$ cat src/rtl/tir_pkg.sv
package tir_pkg;
   // default field placement inside a timer configuration word
   localparam int unsigned DEF_CFG_W     = 32;
   localparam int unsigned DEF_ROUTE_LSB = 9;
   localparam int unsigned DEF_ROUTE_W   = 5;
   localparam int unsigned DEF_EN_BIT    = 2;
   // default fixed lines used in legacy routing
   localparam int unsigned DEF_LEG_LINE0 = 0;
   localparam int unsigned DEF_LEG_LINE1 = 8;
   // default advertised line set: lines 5, 10, 11
   localparam logic [31:0] DEF_CAP_MASK  = 32'h0000_0C20;

   // fixed legacy line for a channel index
   function automatic int unsigned leg_line(input int unsigned idx,
                                            input int unsigned l0,
                                            input int unsigned l1);
      return (idx == 0) ? l0 : l1;
   endfunction
endpackage

$ cat src/rtl/tir_fire_edge.sv
module tir_fire_edge #(
   parameter int unsigned N = 3
) (
   input  logic         clk_i,
   input  logic         rst_ni,
   input  logic [N-1:0] fire_i,
   output logic [N-1:0] rise_o
);
   logic [N-1:0] fire_q;

   always_ff @(posedge clk_i) begin
      if (!rst_ni) fire_q <= '0;
      else         fire_q <= fire_i;
   end

   assign rise_o = fire_i & ~fire_q;

   generate
      for (genvar i = 0; i < N; i++) begin : g_chk
         // a rising edge can never be seen in two cycles in a row
         assert_rise_single_R4 : assert property (@(posedge clk_i) disable iff (!rst_ni)
            rise_o[i] |=> !rise_o[i]);
      end
   endgenerate
endmodule

$ cat src/rtl/tir_route_sel.sv
module tir_route_sel #(
   parameter int unsigned IDX        = 0,
   parameter int unsigned CFG_W      = 32,
   parameter int unsigned NUM_LINES  = 32,
   parameter int unsigned ROUTE_LSB  = 9,
   parameter int unsigned ROUTE_W    = 5,
   parameter int unsigned EN_BIT     = 2,
   parameter bit          HAS_LEGACY = 1'b0,
   parameter int unsigned LEG_LINE   = 0
) (
   input  logic                 clk_i,
   input  logic                 rst_ni,
   input  logic                 rise_i,
   input  logic [CFG_W-1:0]     cfg_i,
   input  logic                 glb_en_i,
   input  logic                 legacy_i,
   output logic [NUM_LINES-1:0] hit_o
);
   localparam int unsigned ROUTE_MSB = ROUTE_LSB + ROUTE_W - 1;

   generate
      if (ROUTE_MSB >= CFG_W) begin : g_bad_route
         $error("route field outside configuration word");
      end
      if (EN_BIT >= CFG_W) begin : g_bad_en
         $error("enable bit outside configuration word");
      end
      if (HAS_LEGACY && LEG_LINE >= NUM_LINES) begin : g_bad_leg
         $error("legacy line outside interrupt vector");
      end
   endgenerate

   logic [ROUTE_W-1:0] route;
   logic               deliver;
   int unsigned        sel;

   assign route   = cfg_i[ROUTE_MSB:ROUTE_LSB];
   assign deliver = rise_i & cfg_i[EN_BIT] & glb_en_i;

   // destination choice: legacy channels have a fixed-line variant
   generate
      if (HAS_LEGACY) begin : g_leg
         always_comb begin
            if (legacy_i) sel = LEG_LINE;
            else          sel = int'(route);
         end
      end else begin : g_plain
         logic unused_leg;
         assign unused_leg = legacy_i;
         always_comb sel = int'(route);
      end
   endgenerate

   // one-hot decode of the destination, dropped when gated
   generate
      for (genvar l = 0; l < NUM_LINES; l++) begin : g_line
         assign hit_o[l] = deliver && (sel == l);
      end
   endgenerate

   assert_one_line_R2 : assert property (@(posedge clk_i) disable iff (!rst_ni)
      $onehot0(hit_o));
   assert_gated_R3 : assert property (@(posedge clk_i) disable iff (!rst_ni)
      (!glb_en_i || !cfg_i[EN_BIT] || !rise_i) |-> (hit_o == '0));
endmodule

$ cat src/rtl/tir_line_merge.sv
module tir_line_merge #(
   parameter int unsigned NUM_TIMERS = 3,
   parameter int unsigned NUM_LINES  = 32
) (
   input  logic                            clk_i,
   input  logic                            rst_ni,
   input  logic [NUM_TIMERS*NUM_LINES-1:0] hits_i,
   output logic [NUM_LINES-1:0]            irq_o
);
   logic [NUM_LINES-1:0] merged;
   logic [NUM_LINES-1:0] irq_q;

   always_comb begin
      merged = '0;
      for (int t = 0; t < NUM_TIMERS; t++) begin
         merged = merged | hits_i[t*NUM_LINES +: NUM_LINES];
      end
   end

   always_ff @(posedge clk_i) begin
      if (!rst_ni) irq_q <= '0;
      else         irq_q <= merged;
   end

   assign irq_o = irq_q;

   assert_merge_R5 : assert property (@(posedge clk_i) disable iff (!rst_ni)
      (|hits_i) |=> (|irq_o));
   assert_quiet_R5 : assert property (@(posedge clk_i) disable iff (!rst_ni)
      (hits_i == '0) |=> (irq_o == '0));
endmodule

$ cat src/rtl/timer_irq_router.sv
module timer_irq_router
   import tir_pkg::*;
#(
   parameter int unsigned NUM_TIMERS    = 3,
   parameter int unsigned NUM_LINES     = 32,
   parameter int unsigned CFG_W         = DEF_CFG_W,
   parameter int unsigned ROUTE_LSB     = DEF_ROUTE_LSB,
   parameter int unsigned ROUTE_W       = DEF_ROUTE_W,
   parameter int unsigned EN_BIT        = DEF_EN_BIT,
   parameter int unsigned LEGACY_TIMERS = 2,
   parameter int unsigned LEG_LINE0     = DEF_LEG_LINE0,
   parameter int unsigned LEG_LINE1     = DEF_LEG_LINE1,
   parameter int unsigned CAP_W         = 32,
   parameter logic [CAP_W-1:0] CAP_MASK = CAP_W'(DEF_CAP_MASK)
) (
   input  logic                        clk_i,
   input  logic                        rst_ni,
   input  logic [NUM_TIMERS-1:0]       fire_i,
   input  logic [NUM_TIMERS*CFG_W-1:0] cfg_i,
   input  logic                        glb_en_i,
   input  logic                        legacy_i,
   output logic [NUM_LINES-1:0]        irq_o,
   output logic [NUM_TIMERS*CAP_W-1:0] cap_o
);
   localparam int unsigned HITS_W = NUM_TIMERS * NUM_LINES;

   generate
      if (NUM_LINES < 24) begin : g_bad_lines
         $error("interrupt vector must have at least 24 lines");
      end
      if (NUM_TIMERS < 1) begin : g_bad_timers
         $error("at least one timer required");
      end
      if (LEGACY_TIMERS > 2 || LEGACY_TIMERS > NUM_TIMERS) begin : g_bad_leg
         $error("legacy routing covers at most two existing timers");
      end
   endgenerate

   logic [NUM_TIMERS-1:0] rise_w;
   logic [HITS_W-1:0]     hits_w;

   tir_fire_edge #(
      .N(NUM_TIMERS)
   ) u_edge (
      .clk_i  (clk_i),
      .rst_ni (rst_ni),
      .fire_i (fire_i),
      .rise_o (rise_w)
   );

   generate
      for (genvar i = 0; i < NUM_TIMERS; i++) begin : g_tmr
         tir_route_sel #(
            .IDX        (i),
            .CFG_W      (CFG_W),
            .NUM_LINES  (NUM_LINES),
            .ROUTE_LSB  (ROUTE_LSB),
            .ROUTE_W    (ROUTE_W),
            .EN_BIT     (EN_BIT),
            .HAS_LEGACY (i < LEGACY_TIMERS),
            .LEG_LINE   (leg_line(i, LEG_LINE0, LEG_LINE1))
         ) u_sel (
            .clk_i    (clk_i),
            .rst_ni   (rst_ni),
            .rise_i   (rise_w[i]),
            .cfg_i    (cfg_i[i*CFG_W +: CFG_W]),
            .glb_en_i (glb_en_i),
            .legacy_i (legacy_i),
            .hit_o    (hits_w[i*NUM_LINES +: NUM_LINES])
         );
         assign cap_o[i*CAP_W +: CAP_W] = CAP_MASK;
      end
   endgenerate

   tir_line_merge #(
      .NUM_TIMERS (NUM_TIMERS),
      .NUM_LINES  (NUM_LINES)
   ) u_merge (
      .clk_i  (clk_i),
      .rst_ni (rst_ni),
      .hits_i (hits_w),
      .irq_o  (irq_o)
   );

   assert_global_gate_R3 : assert property (@(posedge clk_i) disable iff (!rst_ni)
      !glb_en_i |=> (irq_o == '0));
   assert_legacy_t0_R1 : assert property (@(posedge clk_i) disable iff (!rst_ni)
      (legacy_i && glb_en_i && cfg_i[EN_BIT] && rise_w[0]) |=> irq_o[LEG_LINE0]);
   assert_no_fire_no_irq_R4 : assert property (@(posedge clk_i) disable iff (!rst_ni)
      (rise_w == '0) |=> (irq_o == '0));
endmodule

$ cat config.mk
export PLATFORM = sky130hd
export DESIGN_NAME = timer_irq_router
export DESIGN_NICKNAME = d
export VERILOG_FILES = /design/src/rtl/tir_pkg.sv /design/src/rtl/tir_fire_edge.sv /design/src/rtl/tir_route_sel.sv /design/src/rtl/tir_line_merge.sv /design/src/rtl/timer_irq_router.sv
export SDC_FILE = /design/constraint.sdc
export NUM_CORES = 1
export LEC_CHECK = 0
export CORE_UTILIZATION = 30
export CTS_CLUSTER_DIAMETER = 80
export DETAILED_ROUTE_END_ITERATION = 12
export DONT_BUFFER_PORTS = 1
export PLACE_DENSITY = 0.53
export RECOVER_POWER = 50
export SYNTH_ARGS = -nofsm -noshare
export SYNTH_HDL_FRONTEND = slang
export SYNTH_SLANG_ARGS = --single-unit
$ cat constraint.sdc
create_clock -name clk_i -period 1.9 [get_ports clk_i]
set_clock_uncertainty 0.1 [all_clocks]
set_input_delay 0.19 -clock clk_i [delete_from_list [all_inputs] [get_ports clk_i]]
set_output_delay 0.19 -clock clk_i [all_outputs]
set_load 0.01 [all_outputs]
==> impl_metrics.yaml <==
grt:
  grt_pass1_vias: 1571
  grt-ovfl-total: 0
  grt_pass1_wl_um: 9349
  grt_max_degree: 26
  antenna_found_initial: 0
  grt_usage_pct: 15.00
power_and_ir_drop:
  p_leak_uw: 0.0008966
  powerDensity_nw_per_um2: 649.0
  vdd_drop_max_uv: 212.7
drt:
  drtIter0Drc: 114
  num_vias: 1914
  ant_nets: 0
  dr.pass1.iters: 4
  wirelength_um: 6410
  wire_per_inst_um: 15.83
  drcViolationCount: 0
  viasPerCell: 4.726
die:
  fp.dieArea_um2: 8425
  die_h_um: 91.79
  rows: 32
  core_area_um2: 7767
  fp.dieW_um: 91.79
  io_pins: 231
  initial_core_util_pct: 31.14
synthesis:
  syn_avg_cell_area_um2: 8.199
  synthArstFlopShare_pct: 0
  synth_cell_types: 36
  synth_edf_count: 0
  synth_cells: 295
  yosys_warnings: 0
  ys_seq_area_share_pct: 28.97
  synth_top_area_share_pct: 29.80
  ys.flop_type: "dfxtp_1"
  synthTopCellsByArea: "buf_4 30%, dfxtp_1 29%, o221ai_1 9.4%"
  syn-cell-area_um2: 2419
  ys_ff_latch: 35
  yosysTopAreaCell: "buf_4"
outcome:
  status: "finished, final reports clean"
place:
  dp_hpwl_um: 4869
  dpl-instance-area_um2: 2167
  gp_congestion: 0.9254
  portBuffers: 0
  dp_cells: 390
  pre_cts_ws_ns: 0.2258
setup_path:
  worstPathMaxFanout: 8
  r2r-start: "u_edge.fire_q[0]$_SDFF_PN0_"
  path_class: "reg2reg"
  crit_arrival_ns: 1.83
  startpoint_type: "flip-flop"
  cp_data_required_time_ns: 2.02
  cp-end-kind: "flip-flop"
  cp-startpoint: "u_edge.fire_q[0]$_SDFF_PN0_"
min_path:
  hold_start: "cfg_i[42]"
  min_path_type: "in2reg"
sta:
  drv_slew: 0
  setup-tns-final_ns: 0
  tightest_slew_ns: 0.5930
  finalHoldViolCount: 0
  rsz0062_at_grt: "no"
  relSlewSlack_pct: 60.29
  fin_crit_sh_pct: 89.89
  fmax_mhz: 585.5
  layout_min_cycle_time_ns: 1.708
  finalWorstSetupSlack_ns: 0.1921
  final-setup-viol-count: 0
clocking:
  cts_buffer_depth: 2
  clk_pin_slew_ns: 0.09
  cts_tree: "built"
  cts_htree_levels: 2
  postCtsSetupBuffers: 0
  clock_sinks: 35
  clkLatencyLatePin_ns: 0.30
  cts_made_buffers: 5
  root_buffer: "clkbuf_8"
finish:
  num_antenna_cells: 0
  final_cell_count_no_fill: 405
  drive_above_1_share_pct: 5.281
  post-route-util_pct: 29.95
  fillers: 869
  fin_nets: 405
  areaGrowthSynthToFinish_pct: -3.828
  final_common_cell: "conb_1"
  stdcell_area_um2: 2326
  final_cell_mix: "96 x conb_1, 35 x dfxtp_1, 27 x nand2_1"
job:
  maxCapViolations: 0
## synth_stat cells, types with 2 or more instances
library cell  number
buf_4             96
nand2b_1           8
or4_1              2
dfxtp_1           35
o21ai_0            8
o211ai_1           2
nand3b_1           3
o221ai_1          26
buf_2              3
nand4b_1           4
inv_1              3
nand3_1           14
nand2_1           27
or2_2              2
nor4_1             5
nor3_1             2
o21a_1             4
and2_1             3
nor3b_2            2
nor2b_1            7
nand4_1            6
clkbuf_1           4
o22a_1             4
conb_1             2
nor2_1            12
## cell families (layout without fill, tap and decap cells)
family                 count (synthesis)  after routing  share of synthesized area, %
AO/OA/AOI/OAI                         48             48                         15.78
other                                  2             96                        0.3105
buffers and inverters                107             21                         31.66
flip-flops                            35             35                         28.97
AND/OR/NAND/NOR                      103            103                         23.28
## flip-flops by register name, indices dropped and copies added (netlist names)
name           count
u_merge.irq_o     32
u_edge.fire_q      3
## worst max-delay path, cell delays in order (launching register included)
cell      delay, ns
dfxtp_1        0.31
nand4b_1       0.35
nor2_2         0.36
o21ai_0        0.25
o221ai_1       0.25
## routing by layer
metal / part of all wire [%] / vias up / track usage (%)
li1: - / 873 / -
met1: 40 / 887 / 19.29
met2: 44 / 147 / 22.49
met3: 15 / 7 / 6.551
met4: 0.69 / 0 / 4.688
met5: 0 / - / 0
## where the power goes
part | internal [uW] | switching [uW] | total, uW | leakage, uW
logic | 42.2 | 156 | 198 | 0.000574
registers | 739 | 3.63 | 743 | 0.000283
clock network | 256 | 313 | 568 | 0.0000402
total | 1040 | 472 | 1510 | 0.000897
## path summary, 6_finish.rpt
path	slack, ns	endpoint	cells past startpoint
worst min register to register	0.73	u_merge.irq_o[0]$_SDFF_PN0_	3
worst max register to register	0.19	u_merge.irq_o[24]$_SDFF_PN0_	4
worst max-delay path	0.19	u_merge.irq_o[24]$_SDFF_PN0_	4
worst min-delay path	0.02	u_merge.irq_o[0]$_SDFF_PN0_	2
## timing repair
action / 4_1_cts / 5_1_grt
hold endpoints to repair: 11 / 0
hold buffers: 7 / 0
setup endpoints to repair: 0 / 0
resized for setup: 0 / 0
## stage by stage
step / hold WS (ns) / total power, uW
6_report: 0.01802 / 1509
5_1_grt: 0.03436 / 1578
4_1_cts: 0.01658 / 1523
3_5_place_dp: 0.2173 / 937.5
3_3_place_gp: 0.2145 / 936.8
2_1_floorplan: 0.2117 / 1071
## area by class of cell
type                       instances  area, um2  share of cell area [%]
inverter                           3      11.26                  0.4841
tap                              102      127.6                   5.487
sequential                        35      700.7                   30.12
clock inverter                     3      20.02                  0.8607
multi-input combinational        247       1305                   56.11
clock buffer                       5      68.82                   2.959
timing repair buffer              10      92.59                   3.981
Power figures use the tool's default switching activity.
